$ cat src/rtl/mphase_pkg.sv
package mphase_pkg;
  localparam int MAX_PH = 4;
  localparam int SLOT_W = $clog2(MAX_PH);
  localparam int CNT_W  = $clog2(MAX_PH + 1);

  // Grounded phase-3 pin collapses to two phases regardless of phase 4.
  function automatic logic [CNT_W-1:0] decode_phases(input logic p3_low,
                                                     input logic p4_low);
    if (p3_low)      return CNT_W'(2);
    else if (p4_low) return CNT_W'(3);
    else             return CNT_W'(MAX_PH);
  endfunction
endpackage

$ cat src/rtl/mphase_detect.sv
module mphase_detect
  import mphase_pkg::*;
#(
  parameter int DET_TICKS = 2
) (
  input  logic             clk,
  input  logic             rst,
  input  logic             en,
  input  logic             tick,
  input  logic             probe3_low,
  input  logic             probe4_low,
  output logic             run,
  output logic [CNT_W-1:0] cnt
);
  localparam int DW = $clog2(DET_TICKS + 1);

  logic [DW-1:0] det_n;

  always_ff @(posedge clk) begin
    if (rst || !en) begin
      run   <= 1'b0;
      cnt   <= '0;
      det_n <= '0;
    end else if (!run && tick) begin
      if (det_n == DW'(DET_TICKS - 1)) begin
        run <= 1'b1;
        cnt <= decode_phases(probe3_low, probe4_low);
      end else begin
        det_n <= det_n + 1'b1;
      end
    end
  end


  cnt_legal_chk: assert property (@(posedge clk) disable iff (rst)
    run |-> (cnt >= CNT_W'(2) && cnt <= CNT_W'(MAX_PH)));

  cnt_zero_detect_chk: assert property (@(posedge clk) disable iff (rst)
    !run |-> (cnt == '0));

  cnt_hold_chk: assert property (@(posedge clk) disable iff (rst)
    (run && $past(run)) |-> $stable(cnt));
endmodule

$ cat src/rtl/mphase_rotor.sv
module mphase_rotor
  import mphase_pkg::*;
(
  input  logic              clk,
  input  logic              rst,
  input  logic              run,
  input  logic              tick,
  input  logic [CNT_W-1:0]  cnt,
  output logic [MAX_PH-1:0] start
);
  logic [SLOT_W-1:0] slot;
  logic              wrap;

  assign wrap = (slot == SLOT_W'(cnt - CNT_W'(1)));

  always_ff @(posedge clk) begin
    if (rst || !run)  slot <= '0;
    else if (tick)    slot <= wrap ? '0 : slot + 1'b1;
  end

  for (genvar i = 0; i < MAX_PH; i++) begin : g_start
    assign start[i] = run && tick && (slot == SLOT_W'(i));
  end


  start_onehot_chk: assert property (@(posedge clk) disable iff (rst)
    $onehot0(start));

  slot_in_range_chk: assert property (@(posedge clk) disable iff (rst)
    run |-> (CNT_W'(slot) < cnt));
endmodule

$ cat src/rtl/mphase_pwm_cell.sv
module mphase_pwm_cell (
  input  logic clk,
  input  logic rst,
  input  logic en,
  input  logic allow,
  input  logic start,
  input  logic stop,
  output logic pwm
);
  always_ff @(posedge clk) begin
    if (rst || !en || !allow) pwm <= 1'b0;
    else if (start)           pwm <= 1'b1;
    else if (stop)            pwm <= 1'b0;
  end


  rise_chk: assert property (@(posedge clk) disable iff (rst)
    (en && allow && start) |=> pwm);

  fall_chk: assert property (@(posedge clk) disable iff (rst)
    (en && allow && !start && stop) |=> !pwm);

  off_chk: assert property (@(posedge clk) disable iff (rst)
    !en |=> !pwm);

  idle_low_chk: assert property (@(posedge clk) disable iff (rst)
    !allow |=> !pwm);
endmodule

$ cat src/rtl/mphase_seq.sv
module mphase_seq
  import mphase_pkg::*;
#(
  parameter int DET_TICKS = 2
) (
  input  logic        clk,
  input  logic        rst,
  input  logic        en,
  input  logic        tick,
  input  logic        probe3_low,
  input  logic        probe4_low,
  input  logic [3:0]  duty_end,
  output logic [3:0]  pwm_out,
  output logic [2:0]  phase_cnt
);
  logic             run;
  logic [CNT_W-1:0] cnt;
  logic [MAX_PH-1:0] start;

  mphase_detect #(.DET_TICKS(DET_TICKS)) u_detect (
    .clk(clk), .rst(rst), .en(en), .tick(tick),
    .probe3_low(probe3_low), .probe4_low(probe4_low),
    .run(run), .cnt(cnt)
  );

  mphase_rotor u_rotor (
    .clk(clk), .rst(rst), .run(run), .tick(tick), .cnt(cnt), .start(start)
  );

  for (genvar i = 0; i < MAX_PH; i++) begin : g_phase
    logic allow;
    assign allow = run && (CNT_W'(i) < cnt);
    mphase_pwm_cell u_cell (
      .clk(clk), .rst(rst), .en(en), .allow(allow),
      .start(start[i]), .stop(duty_end[i]), .pwm(pwm_out[i])
    );
  end

  assign phase_cnt = cnt;


  detect_quiet_chk: assert property (@(posedge clk) disable iff (rst)
    !run |=> (pwm_out == 4'b0000));

  disable_clear_chk: assert property (@(posedge clk) disable iff (rst)
    !en |=> (phase_cnt == 3'd0));
endmodule

$ cat config.mk
export PLATFORM = sky130hd
export DESIGN_NAME = mphase_seq
export DESIGN_NICKNAME = d
export VERILOG_FILES = /design/src/rtl/mphase_pkg.sv /design/src/rtl/mphase_detect.sv /design/src/rtl/mphase_rotor.sv /design/src/rtl/mphase_pwm_cell.sv /design/src/rtl/mphase_seq.sv
export SDC_FILE = /design/constraint.sdc
export NUM_CORES = 1
export LEC_CHECK = 0
export BUFFER_PORTS_ARGS = -buffer_cell sky130_fd_sc_hd__buf_2
export CELL_PAD_IN_SITES_DETAIL_PLACEMENT = 2
export CELL_PAD_IN_SITES_GLOBAL_PLACEMENT = 2
export CORE_MARGIN = 1
export CORE_UTILIZATION = 29
export CTS_CLUSTER_SIZE = 14
export DETAILED_ROUTE_END_ITERATION = 16
export GPL_TIMING_DRIVEN = 1
export HOLD_SLACK_MARGIN = 0.12
export PLACE_DENSITY = 0.79
export SYNTH_ARGS = -nofsm -noshare
export SYNTH_HDL_FRONTEND = slang
export SYNTH_HIERARCHICAL = 1
export SYNTH_SLANG_ARGS = --single-unit
export TNS_END_PERCENT = 50
$ cat constraint.sdc
create_clock -name clk -period 1.6 [get_ports clk]
set_input_delay 0.32 -clock clk [delete_from_list [all_inputs] [get_ports clk]]
set_output_delay 0.32 -clock clk [all_outputs]
set_load 0.005 [all_outputs]
### Word level (Yosys, flattened, before mapping)

Cells that the tools add are included.
W data, S select, Z words.

* add/sub/neg operators: 3
* order comparisons: 4
* equal/unequal tests: 5
* multiplexer cells: 11
* bitwise logic cells: 1
* reduce and logical (&&, ||, !) cells: 29

Operators with widths (number)
* $logic_and A1 B1 Y1: 10
* $mux W1: 8
* $reduce_bool A2 Y1: 4
* $logic_not A1 Y1: 6
* $logic_or A1 B1 Y1: 6
* $lt A1 B3 Y1 const A: 2
* $lt A2 B3 Y1 const A: 2
* $mux W3: 2
* $add A2 B1 Y2 const B: 2
* $eq A2 B1 Y1 const B: 2
* $eq A2 B2 Y1 const B: 2
* $reduce_and A2 Y1: 2
* $eq A2 B2 Y1: 1
* $logic_not A2 Y1: 1
* $mux W2: 1
* $sub A2 B1 Y2 const B: 1
* $not A1 Y1: 1

* flip-flop bits (word level): 12
* word-level logic and storage cells: 61

### Longest topological paths before layout

Gate-level depths: netlist (run 1).

* depth in word-level cells: 4
* gate-level depth with buffers: 5

### Cells and area by module

The synthesis (run 1) kept the hierarchy.

Modules (own cells, without submodules)
* mphase_detect: times used 1, cells an instance 25, area an instance 236.5 sq um, seq. area each 120.1 sq um
* mphase_rotor: times used 1, cells an instance 26, area an instance 219.0 sq um, seq. area each 40.0 sq um
* mphase_pwm_cell: times used 4, cells an instance 5, area an instance 46.3 sq um, seq. area each 20.0 sq um
* mphase_seq: times used 1, cells an instance 5, area an instance 35.0 sq um, seq. area each 0.0 sq um

### Least setup slack after synthesis (run 1)

OpenSTA, ideal clock, no wires.

* kind: flip-flop to flip-flop
* start point: register u_detect.det_n[0]
* end point: register u_detect.cnt[1]
* setup time: 123 ps
* arrival: 1088 ps
* slack: 390 ps
* stages on the path, launching flop included: 5
* period minus slack after synthesis: 1210 ps
* path through: dfxtp_1 ha_1 nand3b_1 or3_1 nor3b_1

* longest elaborated chain between the ends: 2

RTL lines
* start, declared: RTL line mphase_detect.sv:17 `logic [DW-1:0] det_n;`
* start signal, assigned: RTL line mphase_detect.sv:29 `det_n <= det_n + 1'b1;`
* $eq A2 B1 Y1: RTL line mphase_detect.sv:25 `if (det_n == DW'(DET_TICKS - 1)) begin`
* $reduce_and A2 Y1 (no source line)
* end signal, assigned: RTL line mphase_detect.sv:27 `cnt <= decode_phases(probe3_low, probe4_low);`
* end, declared: RTL line mphase_detect.sv:13 `output logic [CNT_W-1:0] cnt`

No other way between the ends.
A chain may end at the register's enable or synchronous reset.

### Final worst setup path (run 1)

Ends and elaborated chain as after synthesis.

==> impl_metrics.tcl, run 1 <==
set metrics [dict create \
    min_period_ps 1360 \
    drt_iter0_drc 3 \
    yosys-top-cells-area "dfxtp_1 36%, ha_1 9.3%, a211oi_2 7.4%" \
    synth.lib_cells_used.distinct 26 \
    post_cts.resized_instances 0 \
    wire_per_inst_um 13.4 \
    clock_tree.htree_level_count 1 \
    worst_slew_margin_rel_pct 71.9 \
    setup.worst_path.class "flop to flop" \
    hold_buffers 0 \
    mostFrequentLayoutCell "buf_2" \
    worst_pin_slew_ps 421 \
    postSynthNetCount 91 \
    mostFrequentLayoutCells "16 x buf_2, 12 x dfxtp_1, 8 x inv_1, 8 x nand2_1" \
    finalCoreUtilization_pct 37.7 \
    placeableCoreArea_um2 2210 \
    area_growth_syn_to_layout_pct 23.5 \
    route.final.wire_length_um 1670 \
    num_vias 608 \
    cts_tree "yes" \
    register_to_register_setup_slack_ps 240 \
    vdd_ir_drop_max_mv 0.382 \
    io_pins 17 \
    met2_length_um 790 \
    yosys.area.top_type_share_pct 35.6 \
    rsz0062_at_grt "no" \
    mean_number_of_vias_per_cell 4.86 \
    synth_area_per_cell_um2 8.89 \
    final.setup.tns_ps 0 \
    cell_type_with_the_largest_total_area_after_synthesis "dfxtp_1" \
    cp-end-kind "flop" \
    die_area_um2 2530 \
    gr-total-overflow 0 \
    die_width_um 50.3 \
    finalSetupViolCount 0 \
    place.detailed.hpwl_um 1260 \
    run_status "completed" \
    p_leak_nw 0.322 \
    number_of_register_bits_inferred_by_synthesis 12 \
    synth_area_um2 676 \
    grt_start_max_net_pins 13 \
    met1_wirelength_um 803 \
    diode_count 0 \
    startpoint_type "flop" \
    fmaxAchievable_ghz 0.733 \
    place_congestion 0.715 \
    cts_sinks 12 \
    design.final.nets 113 \
    max_slew_vio_count 0 \
    synth.yosys.seq_area_share_pct 35.6 \
    clk_transition_reported_paths_ps 80 \
    yosys_most_used_dff "dfxtp_1" \
    hold_viol 0 \
    row_count 17 \
    grt_pass1_wl_um 2820 \
    clk_root_buffer_cell "clkbuf_4" \
    detailroute.wirelength.met3_um 65 \
    final.setup_skew_ps 2.63 \
    ys_async_sr_fraction_pct 0 \
    cp_data_required_time_ps 1760 \
    worstPathArrival_ps 1520 \
    yosysWarnings 6 \
    postCtsSetupBuffers 0 \
    grtUsageTotal_pct 15.1 \
    drc_errors 0 \
    max_cap_check_violation_count 0 \
    detailedRoute.firstPassIterationCount 3 \
    drtAntennaViolNets 0 \
    power.total_mw 0.602 \
    cts-buffers-inserted 3 \
    die-height_um 50.3 \
    ctsLongestPathBuffers 2 \
    final_min_period_over_clock_period_pct 85.2 \
    cellPowerDensity_nw_per_um2 722 \
    hold-worst-slack_ps 310 \
    initial_core_util_pct 30.5 \
    hold_path_class "primary input to flop" \
    worst_skew_pair.late_latency_ps 270 \
    initial_antenna_violation_count 0 \
    number_of_enable_type_register_cells_in_the_synthesized_netlist 0 \
    cp_max_fo 5 \
    number_of_global_route_vias_before_repair 630 \
    dr.max_layer_used "met4" \
    port-buffer-count 16 \
    syn_inst 76 \
    final_layout_size_suffix_gt1_share_pct 28.9 \
]
-- routing by layer --
| metal | track usage (%) | vias up |
|---|---|---|
| li1 | - | 304 |
| met1 | 18.7 | 290 |
| met2 | 24.0 | 12 |
| met3 | 3.94 | 2 |
| met4 | 7.14 | 0 |
| met5 | 0 | - |
-- cells by family (layout without fill, tap and decap cells) --
logic type                 after synthesis  in the layout  share of synthesized area, %
AOI/OAI and AO/OA                       16             16                          19.6
xor gates and xnor gates                 2              2                          2.59
adders and majority gates                5              5                          9.26
buffers and inverters                    8             29                          4.44
DFF                                     12             12                          35.6
and+or+nand+nor                         33             33                          28.5
-- report_power, final --
part,total (mW),internal [mW],leakage [nW],switching (mW)
Combinational,0.0473,0.0216,0.204,0.0257
Clock,0.248,0.138,0.0210,0.110
Sequential,0.307,0.302,0.0969,0.00444
Total,0.602,0.462,0.322,0.140
-- cells in the mapped netlist (all sizes together), types with 2 or more instances --
| cell type | count |
|---|---|
| nor2 | 3 |
| a21oi | 5 |
| nor2b | 3 |
| or3b | 2 |
| ha | 5 |
| nand2b | 5 |
| nand2 | 8 |
| nor3b | 2 |
| nand3b | 2 |
| dfxtp | 12 |
| and3 | 4 |
| inv | 8 |
| a211oi | 5 |
| xnor2 | 2 |
-- worst max-delay path, cell delays in order, from the launching register on --
cell	delay [ps]
dfxtp_1	360
ha_1	210
nand3b_1	170
or3_1	370
nor3b_1	150
-- final timing paths --
kind,from,endpoint,cells past startpoint
setup / recovery,u_detect/det_n[0],u_detect/cnt[1],4
hold reg to reg,g_phase[3].u_cell/pwm,g_phase[3].u_cell/pwm,2
hold / removal,rst,g_phase[3].u_cell/pwm,2
setup reg to reg,u_detect/det_n[0],u_detect/cnt[1],4
-- state kept, by name, summed over array words and instances (netlist names) --
name,count
u_detect/det_n,2
u_detect/cnt,3
u_rotor/slot,2
g_phase.u_cell/pwm,4
u_detect/run,1
-- cell type report --
type	count	area, um2
clock buffers	4	36.3
fillers	259	1380
inverters	8	30.0
multi-input cells	56	405
flip-flops and latches	12	240
well taps	28	35.0
repair buffers	17	87.6
-- through the flow --
step | instance area (um2) | setup WS [ps] | cells
floorplan | 676 | 390 | 76
global placement | 798 | 278 | 121
detailed placement | 798 | 243 | 121
CTS | 835 | 228 | 125
global route | 835 | 121 | 125
finish | 835 | 237 | 125
Power figures use the tool's default switching activity.
==> run 2, diff against run 1 <==
==> constraint.sdc (replaced) <==
create_clock -name clk -period 1.6 [get_ports clk]
set_input_delay 0.24 -clock clk [delete_from_list [all_inputs] [get_ports clk]]
set_output_delay 0.24 -clock clk [all_outputs]
set_load 0.005 [all_outputs]
==> run 2 against run 1 <==
Routed wire length increased by 0.30%. Die area is the same. Cell area is 0.90% lower. Clock power about the same. Worst setup slack improved by 35 ps. Sequential power is essentially flat. First-iteration DRC count fell by 33%. Via count increased by 2.1%. Combinational power down 0.8%. Flip-flop and latch count unchanged. Critical endpoint unchanged. Largest power group unchanged. Highest routed layer unchanged.
==> impl_metrics.tcl, run 2 (synthesis gave the netlist of run 1 again) <==
set metrics [dict create \
    run_status "completed" \
    initial_antenna_violation_count 0 \
    startpoint_type "flop" \
    drt_iter0_drc 2 \
    wire_per_inst_um 13.5 \
    clk_transition_reported_paths_ps 90 \
    cts-buffers-inserted 3 \
    final.setup.tns_ps 0 \
    worstPathArrival_ps 1490 \
    drc_errors 0 \
    row_count 17 \
    num_vias 621 \
    cp_max_fo 5 \
    cts_tree "yes" \
    cellPowerDensity_nw_per_um2 730 \
    min_period_ps 1330 \
    die-height_um 50.3 \
    worst_skew_pair.late_latency_ps 280 \
    detailedRoute.firstPassIterationCount 4 \
    max_slew_vio_count 0 \
    io_pins 17 \
    worst_pin_slew_ps 426 \
    worstReg2RegEnd "u_detect/cnt[1]" \
    final.fill_count 265 \
    regs_by_ff_count "g_phase.u_cell/pwm x4, u_detect/cnt x3" \
    final_min_period_over_clock_period_pct 83.0 \
    place_congestion 0.636 \
    die_width_um 50.3 \
    grtUsageTotal_pct 15.6 \
    hold_path_startpoint "rst" \
    fmaxAchievable_ghz 0.753 \
    mostFrequentLayoutCells "16 x buf_2, 12 x dfxtp_1, 8 x inv_1, 8 x nand2_1" \
    final.setup_skew_ps 6.41 \
    max_stage_delay_ps 360 \
    clock_tree.htree_level_count 1 \
    number_of_global_route_vias_before_repair 637 \
    timing.critical_path.from "u_detect/det_n[0]" \
    finalSetupViolCount 0 \
    die_area_um2 2530 \
    layout.cells.non_filler 124 \
    max_cap_check_violation_count 0 \
    mostFrequentLayoutCell "buf_2" \
    worst_hold_stages 2 \
    rsz0062_at_grt "no" \
    diode_count 0 \
    instance_area_at_placement_um2 791 \
    area_growth_syn_to_layout_pct 22.4 \
    finalInstanceArea_um2 827 \
    worst_setup_path_endpoint "u_detect/cnt[1]" \
    worst_slew_margin_rel_pct 71.5 \
    post-place-cells 120 \
    place_worst_setup_slack_ps 251 \
    cts_sinks 12 \
    setup.worst_path.class "flop to flop" \
    drtAntennaViolNets 0 \
    post_cts.resized_instances 0 \
    p_leak_nw 0.317 \
    largest_register_ffs 4 \
    hold_viol 0 \
    cp_cell_sequence "ha_1 > nand3b_1 > or3_1 > nor3b_1" \
    cp-end-kind "flop" \
    cp_data_required_time_ps 1760 \
    hold_path_class "primary input to flop" \
    place.detailed.hpwl_um 1280 \
    finalCoreUtilization_pct 37.4 \
    grt_pass1_wl_um 2790 \
    initial_core_util_pct 30.5 \
    hold_buffers 0 \
    final_layout_size_suffix_gt1_share_pct 28.1 \
    mean_number_of_vias_per_cell 5.01 \
    postCtsSetupBuffers 0 \
    port-buffer-count 16 \
    grt_start_max_net_pins 13 \
    timing.critical_path.slowest_stage_cell "or3_1" \
    placeableCoreArea_um2 2210 \
    register_to_register_setup_slack_ps 270 \
    regMostFlops "g_phase.u_cell/pwm" \
    clk_root_buffer_cell "clkbuf_4" \
    ctsLongestPathBuffers 2 \
    route.final.wire_length_um 1680 \
    gr-total-overflow 0 \
    vdd_ir_drop_max_mv 0.268 \
    origin_of_the_critical_flop_to_flop_path "u_detect/det_n[0]" \
    worst_slack_ps 271 \
    design.final.nets 112 \
    worst_r2r_path_depth 4 \
]
-- run 2: cell count changes in the layout (fill, tap and decap cells not counted) --
cell	previous run	this run
buf_4	1	0
-- run 2: routing by layer --
layer	part of all wire [%]	GRT usage, %	wire length (um)
met1	44	17.5	733
met2	49	26.0	828
met3	4.5	3.94	75
met4	2.4	10.0	41
met5	0	0	0
-- run 2: per-stage QoR --
step | hold WS, ps | power (mW)
5_1_grt | 218 | 0.634
2_1_floorplan | 305 | 0.336
3_5_place_dp | 483 | 0.362
4_1_cts | 213 | 0.618
6_report | 222 | 0.603
3_3_place_gp | 473 | 0.358
-- run 2: worst min-delay path by stage --
stage,to,slack [ps]
after floorplan,g_phase[0].u_cell/pwm,300
after global placement,g_phase[0].u_cell/pwm,470
after detailed placement,g_phase[1].u_cell/pwm,480
after CTS,g_phase[2].u_cell/pwm,210
after global routing,g_phase[3].u_cell/pwm,220
final,g_phase[2].u_cell/pwm,220
-- run 2: worst max-delay path: cells and delay by family (launching register included) --
kind	cells	cell delay (ps)
flops	1	350
simple gates	3	660
fa+ha+maj	1	200
-- run 2: final cells by class --
cell class	count	area (um2)	share of cell area, %
Clock buffer	4	36.3	4.39
Inverter	8	30.0	3.63
Multi-Input combinational cell	56	405	49.0
Sequential cell	12	240	29.0
Tap cell	28	35.0	4.24
Timing Repair Buffer	16	80.1	9.68
-- run 2: where the power goes --
group / total [mW] / internal (mW) / switching [mW]
clock: 0.250 / 0.138 / 0.111
combinational: 0.0469 / 0.0215 / 0.0254
sequential: 0.307 / 0.302 / 0.00462
==> run 3, diff against run 2 <==
==> constraint.sdc (replaced) <==
create_clock -name clk -period 1.38 [get_ports clk]
set_input_delay 0.207 -clock clk [delete_from_list [all_inputs] [get_ports clk]]
set_output_delay 0.207 -clock clk [all_outputs]
set_load 0.005 [all_outputs]
==> run 3 against run 2 <==
Sequential power rose by 16%. Die area stayed put. Clock skew decreased by 5.2 ps. Worst hold slack got worse by 35 ps. Core utilization increased by 1.5 points. Flip-flop and latch count unchanged. Maximum frequency is 2.5% higher. Cell count grew 1.6%. Cell area rose by 4.1%. Register-to-register slack got worse by 190 ps. Largest cell class unchanged. Largest power group unchanged.
==> impl_metrics.tcl, run 3 (synthesis gave the netlist of run 1 again) <==
set metrics [dict create \
    mostFrequentLayoutCell "buf_2" \
    largest_register_ffs 4 \
    cellPowerDensity_nw_per_um2 746 \
    rsz0062_at_grt "no" \
    area_growth_syn_to_layout_pct 27.4 \
    drtAntennaViolNets 0 \
    detailroute.wirelength.met3_um 81 \
    final_min_period_over_clock_period_pct 94.0 \
    worstPathArrival_ps 1460 \
    finalCoreUtilization_pct 38.9 \
    placeableCoreArea_um2 2210 \
    place_congestion 0.646 \
    sequential_cell_area_um2 243 \
    ctsLongestPathBuffers 2 \
    finalInstanceArea_um2 861 \
    cts_sinks 12 \
    met2_length_um 887 \
    worst_slack_ps 83.2 \
    grt_pass1_wl_um 3060 \
    cp_max_fo 4 \
    route.final.wire_length_um 1750 \
    register_to_register_setup_slack_ps 80 \
    clk_root_buffer_cell "clkbuf_4" \
    hold_path_class "primary input to flop" \
    detailedRoute.firstPassIterationCount 4 \
    p_leak_nw 0.331 \
    die-height_um 50.3 \
    post-place-cells 122 \
    die_area_um2 2530 \
    regMostFlops "g_phase.u_cell/pwm" \
    cts_tree "yes" \
    max_cap_check_violation_count 0 \
    setup.worst_path.class "flop to flop" \
    grt_start_max_net_pins 12 \
    multi_input_comb_area_um2 428 \
    final.setup.tns_ps 0 \
    hold_viol 0 \
    worst_skew_pair.late_latency_ps 270 \
    number_of_global_route_vias_before_repair 676 \
    design.final.nets 115 \
    worst_slew_margin_rel_pct 75.4 \
    wire_per_inst_um 13.9 \
    gr-total-overflow 0 \
    finalSetupViolCount 0 \
    num_vias 627 \
    initial_core_util_pct 30.5 \
    row_count 17 \
    met1_wirelength_um 770 \
    instance_area_at_placement_um2 806 \
    layout.cells.non_filler 126 \
    final.fill_count 264 \
    worst_pin_slew_ps 365 \
    max_slew_vio_count 0 \
    initial_antenna_violation_count 0 \
    place_worst_setup_slack_ps 49.5 \
    mostFrequentLayoutCells "16 x buf_2, 10 x dfxtp_1, 8 x inv_1, 8 x nand2_1" \
    regs_by_ff_count "g_phase.u_cell/pwm x4, u_detect/cnt x3" \
    drc_errors 0 \
    timing.critical_path.slowest_stage_cell "or3_4" \
    run_status "completed" \
    io_pins 17 \
    cp_cell_sequence "inv_1 > ha_4 > nand3b_1 > or3_4 > nor3b_1" \
    final.setup_skew_ps 1.26 \
    die_width_um 50.3 \
    grtUsageTotal_pct 16.8 \
    cts-buffers-inserted 3 \
    cpLargestDelayFamily "simple AND/OR/NAND/NOR gates" \
    cp-end-kind "flop" \
    drt_iter0_drc 5 \
    startpoint_type "flop" \
    hold-worst-slack_ps 187 \
    port-buffer-count 16 \
    worst-path-buf-inv 1 \
    cp_data_required_time_ps 1540 \
    vdd_ir_drop_max_mv 0.469 \
    max_stage_delay_ps 370 \
    power.total_mw 0.642 \
    place.detailed.hpwl_um 1330 \
    dr.max_layer_used "met4" \
    final_layout_size_suffix_gt1_share_pct 34.7 \
    fmaxAchievable_ghz 0.771 \
    diode_count 0 \
    mean_number_of_vias_per_cell 4.98 \
    min_period_ps 1300 \
    hold_buffers 0 \
    clock_tree.htree_level_count 1 \
    clk_transition_reported_paths_ps 80 \
]
==> run 3: worst paths after layout <==
kind / startpoint / cells past startpoint / to
min reg2reg: g_phase[2].u_cell/pwm / 2 / g_phase[2].u_cell/pwm
max reg2reg: u_detect/det_n[1] / 5 / u_detect/cnt[1]
max: u_detect/det_n[1] / 5 / u_detect/cnt[1]
min: rst / 2 / g_phase[3].u_cell/pwm
==> run 3: final cells by class <==
cell class	instances	area share (%)
multi-input cells	56	49.7
repair buffers	19	11.9
clock buffers	3	2.62
well taps	28	4.07
inverters	8	3.49
flip-flops and latches	12	28.2
==> run 3: power by group <==
group / switching [mW] / leakage, nW / internal, mW
combinational: 0.0319 / 0.220 / 0.0302
clock: 0.123 / 0.0138 / 0.101
sequential: 0.00545 / 0.0978 / 0.351
==> run 3: per-layer routing <==
layer | vias to the layer above | GRT usage, %
li1 | 310 | -
met1 | 299 | 18.7
met2 | 16 | 29.3
met3 | 2 | 6.67
met4 | 0 | 4.29
met5 | - | 0
==> run 3: what timing repair did <==
action,in CTS,in global routing
resized for setup,0,6
buffers inserted,0,1
endpoints found under the setup margin,0,6
